<file path="src/rtl/cmpf_pkg.sv">
package cmpf_pkg;
  typedef enum logic [1:0] {
    SRC_OFF = 2'd0,
    SRC_INT = 2'd1,
    SRC_EXT = 2'd2
  } src_e;
endpackage

</file>
<file path="src/rtl/cmpf_sync.sv">
module cmpf_sync #(
  parameter int W = 1
) (
  input  logic         clk_i,
  input  logic         rst_ni,
  input  logic [W-1:0] d_i,
  output logic [W-1:0] q_o
);
  logic [W-1:0] meta_q, sync_q;

  always_ff @(posedge clk_i or negedge rst_ni) begin
    if (!rst_ni) begin
      meta_q <= '0;
      sync_q <= '0;
    end else begin
      meta_q <= d_i;
      sync_q <= meta_q;
    end
  end

  assign q_o = sync_q;
endmodule

</file>
<file path="src/rtl/cmpf_tick.sv">
module cmpf_tick
  import cmpf_pkg::*;
#(
  parameter int PER_W = 8
) (
  input  logic             clk_i,
  input  logic             rst_ni,
  input  src_e             src_i,
  input  logic [PER_W-1:0] period_i,
  input  logic             stb_s_i,
  output logic             smp_o
);
  logic [PER_W-1:0] div_q, per_q;
  logic             stb_d_q;
  logic             per_chg, div_hit;

  assign per_chg = (period_i != per_q);
  assign div_hit = (div_q == period_i - PER_W'(1));

  always_ff @(posedge clk_i or negedge rst_ni) begin
    if (!rst_ni) begin
      div_q   <= '0;
      per_q   <= '0;
      stb_d_q <= 1'b0;
    end else begin
      per_q   <= period_i;
      stb_d_q <= stb_s_i;
      if (src_i != SRC_INT || per_chg || div_hit) div_q <= '0;
      else                                         div_q <= div_q + PER_W'(1);
    end
  end

  always_comb begin
    unique case (src_i)
      SRC_INT: smp_o = div_hit && !per_chg;
      SRC_EXT: smp_o = stb_s_i && !stb_d_q;
      default: smp_o = 1'b0;
    endcase
  end
endmodule

</file>
<file path="src/rtl/cmpf_core.sv">
module cmpf_core #(
  parameter int CNT_W = 3
) (
  input  logic             clk_i,
  input  logic             rst_ni,
  input  logic             en_i,
  input  logic             smp_i,
  input  logic             din_i,
  input  logic [CNT_W-1:0] need_i,
  output logic             q_o
);
  logic [CNT_W-1:0] run_q;
  logic             q_q;

  always_ff @(posedge clk_i or negedge rst_ni) begin
    if (!rst_ni) begin
      run_q <= '0;
      q_q   <= 1'b0;
    end else if (!en_i) begin
      run_q <= '0;
      q_q   <= 1'b0;
    end else if (smp_i) begin
      if (din_i == q_q) begin
        run_q <= '0;
      end else if (run_q == need_i - CNT_W'(1)) begin
        run_q <= '0;
        q_q   <= din_i;
      end else begin
        run_q <= run_q + CNT_W'(1);
      end
    end
  end

  assign q_o = q_q;
endmodule

</file>
<file path="src/rtl/cmpf_top.sv">
module cmpf_top
  import cmpf_pkg::*;
#(
  parameter int PER_W = 8,
  parameter int CNT_W = 3
) (
  input  logic             clk_i,
  input  logic             rst_ni,
  input  logic             raw_i,
  input  logic             strobe_i,
  input  logic [PER_W-1:0] period_i,
  input  logic [CNT_W-1:0] count_i,
  input  logic             ext_en_i,
  output logic             filt_o,
  output logic             rise_o,
  output logic             fall_o
);
  localparam int SW = 2;

  logic [SW-1:0] sync_in, sync_out;
  logic          raw_s, stb_s;
  src_e          src;
  logic          off_w, active_w, smp_w, q_w, out_now, out_d_q;

  assign sync_in = {strobe_i, raw_i};

  cmpf_sync #(.W(SW)) i_sync (
    .clk_i (clk_i),
    .rst_ni(rst_ni),
    .d_i   (sync_in),
    .q_o   (sync_out)
  );

  assign raw_s = sync_out[0];
  assign stb_s = sync_out[1];

  always_comb begin
    if (ext_en_i)            src = SRC_EXT;
    else if (period_i != '0) src = SRC_INT;
    else                     src = SRC_OFF;
  end

  assign off_w    = (src == SRC_OFF);
  assign active_w = !off_w && (count_i > CNT_W'(1));

  cmpf_tick #(.PER_W(PER_W)) i_tick (
    .clk_i   (clk_i),
    .rst_ni  (rst_ni),
    .src_i   (src),
    .period_i(period_i),
    .stb_s_i (stb_s),
    .smp_o   (smp_w)
  );

  cmpf_core #(.CNT_W(CNT_W)) i_core (
    .clk_i (clk_i),
    .rst_ni(rst_ni),
    .en_i  (active_w),
    .smp_i (smp_w),
    .din_i (raw_s),
    .need_i(count_i),
    .q_o   (q_w)
  );

  assign out_now = active_w ? q_w : raw_s;

  always_ff @(posedge clk_i or negedge rst_ni) begin
    if (!rst_ni) out_d_q <= 1'b0;
    else         out_d_q <= out_now;
  end

  assign filt_o = out_now;
  assign rise_o = out_now && !out_d_q;
  assign fall_o = !out_now && out_d_q;
endmodule

</file>
<file path="config.mk">
export PLATFORM = sky130hd
export DESIGN_NAME = cmpf_top
export DESIGN_NICKNAME = d
export VERILOG_FILES = /design/src/rtl/cmpf_pkg.sv /design/src/rtl/cmpf_sync.sv /design/src/rtl/cmpf_tick.sv /design/src/rtl/cmpf_core.sv /design/src/rtl/cmpf_top.sv
export SDC_FILE = /design/constraint.sdc
export NUM_CORES = 1
export LEC_CHECK = 0
export BUFFER_PORTS_ARGS = -buffer_cell sky130_fd_sc_hd__buf_2
export CORE_ASPECT_RATIO = 0.6
export CORE_MARGIN = 4
export CORE_UTILIZATION = 55
export DETAILED_ROUTE_END_ITERATION = 12
export GPL_ROUTABILITY_DRIVEN = 0
export PLACE_DENSITY = 0.79
export SLEW_MARGIN = 20
export SYNTH_ARGS = -nofsm -noshare
export SYNTH_HDL_FRONTEND = slang
export SYNTH_SLANG_ARGS = --single-unit
</file>
<file path="constraint.sdc">
create_clock -name clk_i -period 2.4 [get_ports clk_i]
set_input_delay 0.36 -clock clk_i [delete_from_list [all_inputs] [get_ports clk_i]]
set_output_delay 0.36 -clock clk_i [all_outputs]
set_load 0.01 [all_outputs]
</file>
==> run summary, run 1 <==
R2R cell count -> 7
initial antenna violation count -> 0
Post-Syn Instances -> 138
multi-input logic area -> 762 um^2
first drt pass iteration count -> 4
Total GRT Usage -> 19.0%
FMAX -> 0.449 GHz
CTS clk-pin slew, worst paths -> 0.09 ns
DR iter-0 viols -> 98
post-synthesis mux area share -> 3.08%
Std-Cell Rows -> 14
n_diodes -> 0
minimum clock period -> 2.23 ns
maximum vdd drop -> 0.000395 V
setup bufs post-CTS -> 0
Seq/Total Area, Yosys -> 44.5%
share of post-route cells with drive strength above 1 -> 21.0%
Resize count post-CTS -> 0
first-pass GRT wire length -> 4950 um
status -> complete, no violations
Num CTS Buffers -> 3
number of synthesized flops with an enable pin -> 0
worst path cell trace -> buf_2 > nor4_4 > nand3_1 > o22ai_1 > mux2i_1 > and2_1 > buf_2
CTS tree -> done
pins over their slew limit -> 0
cell area after synthesis -> 1460 um^2
WHS -> 0.0760 ns
register area -> 651 um^2
fillers -> 197
register bit count reported by yosys -> 26
Layout Nets -> 185
pin count of the biggest net entering global routing -> 27
H-tree depth reported by CTS -> 1
vias in the first global route -> 1079
post-DR vias/cell -> 5.74
Largest delay share family, worst path -> simple AND/OR/NAND/NOR gates
Root Driver -> clkbuf_8
Slew HR -> 62.3%
post-synthesis xor/xnor area fraction -> 16.2%
largest family of logic cells by synthesized area -> simple AND/OR/NAND/NOR gates
placed cells -> 190
P&R area growth vs syn -> 15.3%
IO buf count -> 18
drt total wl -> 2990 um
Post-Route Skew -> 0.00180 ns
Worst-Margin Slew -> 0.565 ns
Die Ht -> 47.9 um
TNS Setup -> 0 ns
Net Count, Synth -> 160
FFs w/ async S/R, synth -> 100%
crit path kind -> input port to output port
Finished Layout Cells -> 194
reg2reg setup slack -> 0.30 ns
Synth Area in Compound Gates -> 8.90%
Worst-Skew Late Latency -> 0.26 ns
Overflow after GRT -> 0
crit start category -> input port
min-delay worst type -> input port to asynchronous set/reset pin
post-synthesis area per instance -> 10.6 um^2
post-synthesis adder-cell area fraction -> 5.14%
crit path buf inv count -> 2
worst endpoint required time -> 2.04 ns
post-route ant nets -> 0
share of the synthesized area in the top cell type -> 44.5%
area share of and/or/nand/nor cells after synthesis -> 18.8%
num ports -> 19
unrepaired setup endpoints after global routing -> no
crit-path max FO -> 8
Slowest Stage Delay on Critical Path -> 0.32 ns
power per cell area -> 611 nW/um^2
CP max stage cell -> nor4_4
Sinks on Clock Net -> 26
Synth warnings -> 0
Via Count -> 1114
Hold-fix buffers, CTS -> 0
Post-DP HPWL -> 2220 um
Die ar. -> 3570 um^2
DRC -> 0
Main synth FF type -> dfrtp_1
Worst setup EP type -> output port
top post-synthesis cells by area -> dfrtp_1, xor2_1, xnor2_1
WP data arrival -> 1.87 ns
Unique masters post-synth -> 37
Starting Density -> 57.9%
max_cap viols -> 0
Finish-stage setup viols -> 0
largest area contributor in the netlist -> dfrtp_1
DR WL/cell -> 15.4 um
CP dominant cell by count -> buf_2
Max clock buf depth -> 2
DIE WIDTH -> 74.5 um
Final Cycle Share -> 92.9%
LEAKAGE -> 0.783 nW
Final Hold Violating Endpoints -> 0
Floorplan Core Area -> 2520 um^2
WP depth -> 7
## worst register-to-register path: cells and delay by family, from the launching register on
kind / cells / cell delay (ns)
flip-flops: 1 / 0.46
multiplexers: 1 / 0.19
AND/OR/NAND/NOR: 2 / 0.30
buffers and inverters: 1 / 0.18
AO/OA/AOI/OAI: 3 / 0.90
## worst paths after layout
path | start | endpoint
worst max-delay path | period_i[2] | fall_o
worst min-delay path | rst_ni | i_core.run_q[1]$_DFFE_PN0P_
worst max register to register | i_tick.div_q[2]$_DFF_PN0_ | i_core.run_q[1]$_DFFE_PN0P_
worst min register to register | i_sync.meta_q[0]$_DFF_PN0_ | i_sync.q_o[0]$_DFF_PN0_
max in group asynchronous | rst_ni | i_tick.per_q[3]$_DFF_PN0_
min in group clk_i | strobe_i | i_sync.meta_q[1]$_DFF_PN0_
## cell usage in the layout, fill, tap and decap left out, types with 2 or more instances in the layout
cell and n:
xnor2_1 10, mux2i_1 3, nor4_4 2, nor2_1 14, buf_2 18, dfrtp_1 26, inv_1 9, nor3_1 6
clkbuf_8 3, nand2_1 5, and2_1 3, nand3_1 7, buf_4 5, xor2_1 17, nor4_1 2, o21ai_0 2
and3_1 2, o31a_1 2, ha_1 6
## stage by stage
step	worst slack [ns]	total power, mW	area, um^2	utilization, %
global route	0.0709	1.08	1690	66.8
detailed placement	0.0576	0.683	1610	64.0
global placement	0.0981	0.668	1610	64.0
floorplan	0.187	0.607	1460	-
finish	0.170	1.03	1690	66.8
CTS	0.180	1.04	1690	66.8
## area by class of cell
cell class | instances | share of cell area (%)
Multi-Input combinational cell | 100 | 45.2
Sequential cell | 26 | 38.6
Timing Repair Buffer | 23 | 7.57
Clock buffer | 3 | 2.45
Tap cell | 32 | 2.38
Inverter | 9 | 2.00
Clock inverter | 1 | 1.78
## registers in the layout, summed over array words and instances, names as in the netlist
signal          cells
i_sync.meta_q       2
i_tick.per_q        8
i_tick.div_q        8
i_tick.stb_d_q      1
i_core.q_o          1
i_sync.q_o          2
i_core.run_q        3
out_d_q             1
## metal layers
| metal | global-route usage [%] | vias to the layer above | wire (um) |
|---|---|---|---|
| met5 | 0 | - | 0 |
| met4 | 7.45 | 0 | 96 |
| met3 | 4.82 | 12 | 226 |
| met2 | 30.9 | 51 | 1360 |
| met1 | 25.0 | 525 | 1310 |
| li1 | - | 526 | - |
## synth_stat cells (2+ instances only)
cell type	number
ha_1	6
nand3_1	7
nor4_1	2
o21ai_0	2
o31a_1	2
nor2_1	14
clkbuf_2	2
dfrtp_1	26
nor3_1	6
nand2_1	5
xor2_1	17
and2_1	3
inv_1	9
xnor2_1	10
and3_1	2
mux2i_1	3
nor4_4	2
## cells by family (layout without fill, tap and decap cells)
| family | after synthesis | in the layout |
|---|---|---|
| and+or+nand+nor | 47 | 47 |
| xor gates and xnor gates | 27 | 27 |
| DFF | 26 | 26 |
| AOI/OAI and AO/OA | 16 | 16 |
| buffers and inverters | 12 | 36 |
| adders and majority gates | 6 | 6 |
| muxes | 4 | 4 |
## power by group
group / leakage (nW) / switching, mW / internal (mW)
Combinational: 0.416 / 0.102 / 0.0864
Sequential: 0.331 / 0.0228 / 0.465
Clock: 0.0357 / 0.131 / 0.223
Total: 0.783 / 0.255 / 0.774
Note: power is estimated with default switching activity, not from simulation.
==> run 2: changes to the inputs <==
--- a/config.mk
+++ b/config.mk
@@ -8,10 +8,10 @@
 export BUFFER_PORTS_ARGS = -buffer_cell sky130_fd_sc_hd__buf_2
 export CORE_ASPECT_RATIO = 0.6
 export CORE_MARGIN = 4
-export CORE_UTILIZATION = 55
+export CORE_UTILIZATION = 56
 export DETAILED_ROUTE_END_ITERATION = 12
 export GPL_ROUTABILITY_DRIVEN = 0
-export PLACE_DENSITY = 0.79
+export PLACE_DENSITY = 0.81
 export SLEW_MARGIN = 20
 export SYNTH_ARGS = -nofsm -noshare
 export SYNTH_HDL_FRONTEND = slang
==> run summary, run 2 (synthesized netlist as in run 1, its figures left out) <==
status -> complete, no violations
minimum clock period -> 2.21 ns (-0.0158 ns)
TNS Setup -> 0 ns (unchanged)
Post-Route Skew -> 0.00256 ns (+0.000761 ns)
Resize count post-CTS -> 0 (unchanged)
vias in the first global route -> 980 (-9.2%)
Pint -> 774 uW (about the same)
P&R area growth vs syn -> 15.3% (unchanged)
LEAKAGE -> 0.783 nW (unchanged)
Clock power frac -> 34.9% (+0.6 points)
n_diodes -> 0 (unchanged)
WP data arrival -> 1.85 ns (-0.02 ns)
FMAX -> 0.452 GHz (+0.72%)
Core Util, Final -> 67.3% (+0.47 points)
Largest regs -> i_tick.div_q x8, i_tick.per_q x8, i_core.run_q x3
Worst setup EP type -> output port
Std-Cell Rows -> 14 (unchanged)
IO buf count -> 18 (unchanged)
Finish-stage setup viols -> 0 (unchanged)
CTS clk-pin slew, worst paths -> 0.09 ns (about the same)
crit-path max FO -> 8 (unchanged)
commonest non-fill, non-tap cell in the layout -> dfrtp_1
Via Count -> 1072 (-3.8%)
share of post-route cells with drive strength above 1 -> 21.0% (unchanged)
Hold-fix buffers, CTS -> 0 (unchanged)
pins over their slew limit -> 0 (unchanged)
Total GRT Usage -> 18.1% (-0.96 points)
DRC -> 0 (unchanged)
Max clock buf depth -> 2 (unchanged)
Num CTS Buffers -> 3 (unchanged)
Layout Nets -> 185 (unchanged)
CTS tree -> done
Worst-Skew Late Latency -> 0.27 ns (about the same)
unrepaired setup endpoints after global routing -> no
post-DR vias/cell -> 5.53 (-3.8%)
Sw Share -> 24.9% (+0.096 points)
WHS -> 0.0616 ns (-0.0144 ns)
Overflow after GRT -> 0 (unchanged)
worst endpoint required time -> 2.04 ns (about the same)
DR iter-0 viols -> 70 (-29%)
Floorplan Core Area -> 2500 um^2 (-0.69%)
pin count of the biggest net entering global routing -> 27 (unchanged)
Sinks on Clock Net -> 26 (unchanged)
DIE WIDTH -> 74.0 um (-0.80%)
first drt pass iteration count -> 4 (unchanged)
power per cell area -> 611 nW/um^2 (+0.10%)
num ports -> 19 (unchanged)
Logic pwr share -> 17.9% (-0.4 points)
Final Cycle Share -> 92.2% (-0.66 points)
post-route ant nets -> 0 (unchanged)
DP Area -> 1610 um^2 (unchanged)
Starting Density -> 58.3% (+0.41 points)
Final Hold Violating Endpoints -> 0 (unchanged)
H-tree depth reported by CTS -> 1 (unchanged)
post-layout instance area -> 1690 um^2 (unchanged)
maximum vdd drop -> 0.000443 V (+12%)
min-delay worst type -> input port to asynchronous set/reset pin
switching power total -> 256 uW (+0.49%)
Root Driver -> clkbuf_8
Post-DP HPWL -> 2280 um (+2.6%)
drt total wl -> 2920 um (-2.3%)
setup bufs post-CTS -> 0 (unchanged)
Slew HR -> 63.5% (+1.2 points)
crit start category -> input port
max_cap viols -> 0 (unchanged)
Worst-Margin Slew -> 0.548 ns (-0.0174 ns)
commonest cells after routing, fill and taps aside -> dfrtp_1, buf_2, xor2_1
total power -> 1.03 mW (+0.10%)
crit path kind -> input port to output port
sequential power share -> 47.2% (-0.2 points)
Die ar. -> 3520 um^2 (-1.5%)
first-pass GRT wire length -> 4660 um (-6.0%)
Die Ht -> 47.6 um (-0.75%)
DR WL/cell -> 15.1 um (-2.3%)
initial antenna violation count -> 0 (unchanged)
==> run 2: path summary, 6_finish.rpt <==
| kind | from | to | slack [ns] | cells past startpoint |
|---|---|---|---|---|
| setup / recovery | period_i[2] | fall_o | 0.19 | 7 |
| hold / removal | rst_ni | i_core.run_q[2]$_DFFE_PN0P_ | 0.06 | 1 |
| setup reg to reg | i_tick.div_q[2]$_DFF_PN0_ | i_core.run_q[0]$_DFFE_PN0P_ | 0.33 | 6 |
| hold reg to reg | i_sync.meta_q[0]$_DFF_PN0_ | i_sync.q_o[0]$_DFF_PN0_ | 0.36 | 0 |
| max in group asynchronous | rst_ni | i_tick.div_q[1]$_DFF_PN0_ | 1.97 | 1 |
| min in group clk_i | raw_i | i_sync.meta_q[0]$_DFF_PN0_ | 0.19 | 1 |
==> run 2: stage by stage <==
stage / setup WS (ns) / std cells
4_1_cts: 0.192 / 194
3_5_place_dp: 0.0200 / 190
5_1_grt: 0.0342 / 194
6_report: 0.186 / 194
3_3_place_gp: 0.0907 / 190
2_1_floorplan: 0.187 / 138
==> run 2: critical path, cell delays in order <==
cell     delay, ns
buf_2         0.17
nor4_4        0.33
nand3_1       0.16
o22ai_1       0.26
mux2i_1       0.31
and2_1        0.16
buf_2         0.12
==> run 2: power by group through the flow <==
stage               Clock (mW)  Sequential (mW)  Combinational, mW
floorplan                    0            0.490              0.116
global placement             0            0.494              0.174
detailed placement           0            0.495              0.185
CTS                      0.364            0.486              0.185
global route             0.383            0.490              0.205
finish                   0.360            0.486              0.184
==> run 2: final cells by class <==
class | instances | area (um^2)
Multi-Input combinational cell | 100 | 762
Clock buffer | 3 | 41.3
Fill cell | 219 | 820
Inverter | 9 | 33.8
Clock inverter | 1 | 30.0
Timing Repair Buffer | 23 | 128
Sequential cell | 26 | 651
Tap cell | 32 | 40.0
==> run 2: layer usage <==
| layer | GRT usage, % | part of all wire, % | vias to the layer above |
|---|---|---|---|
| met1 | 25.8 | 46 | 513 |
| met3 | 6.29 | 7.4 | 2 |
| li1 | - | - | 524 |
| met4 | 4.33 | 0.62 | 0 |
| met5 | 0 | 0 | - |
| met2 | 26.6 | 46 | 33 |
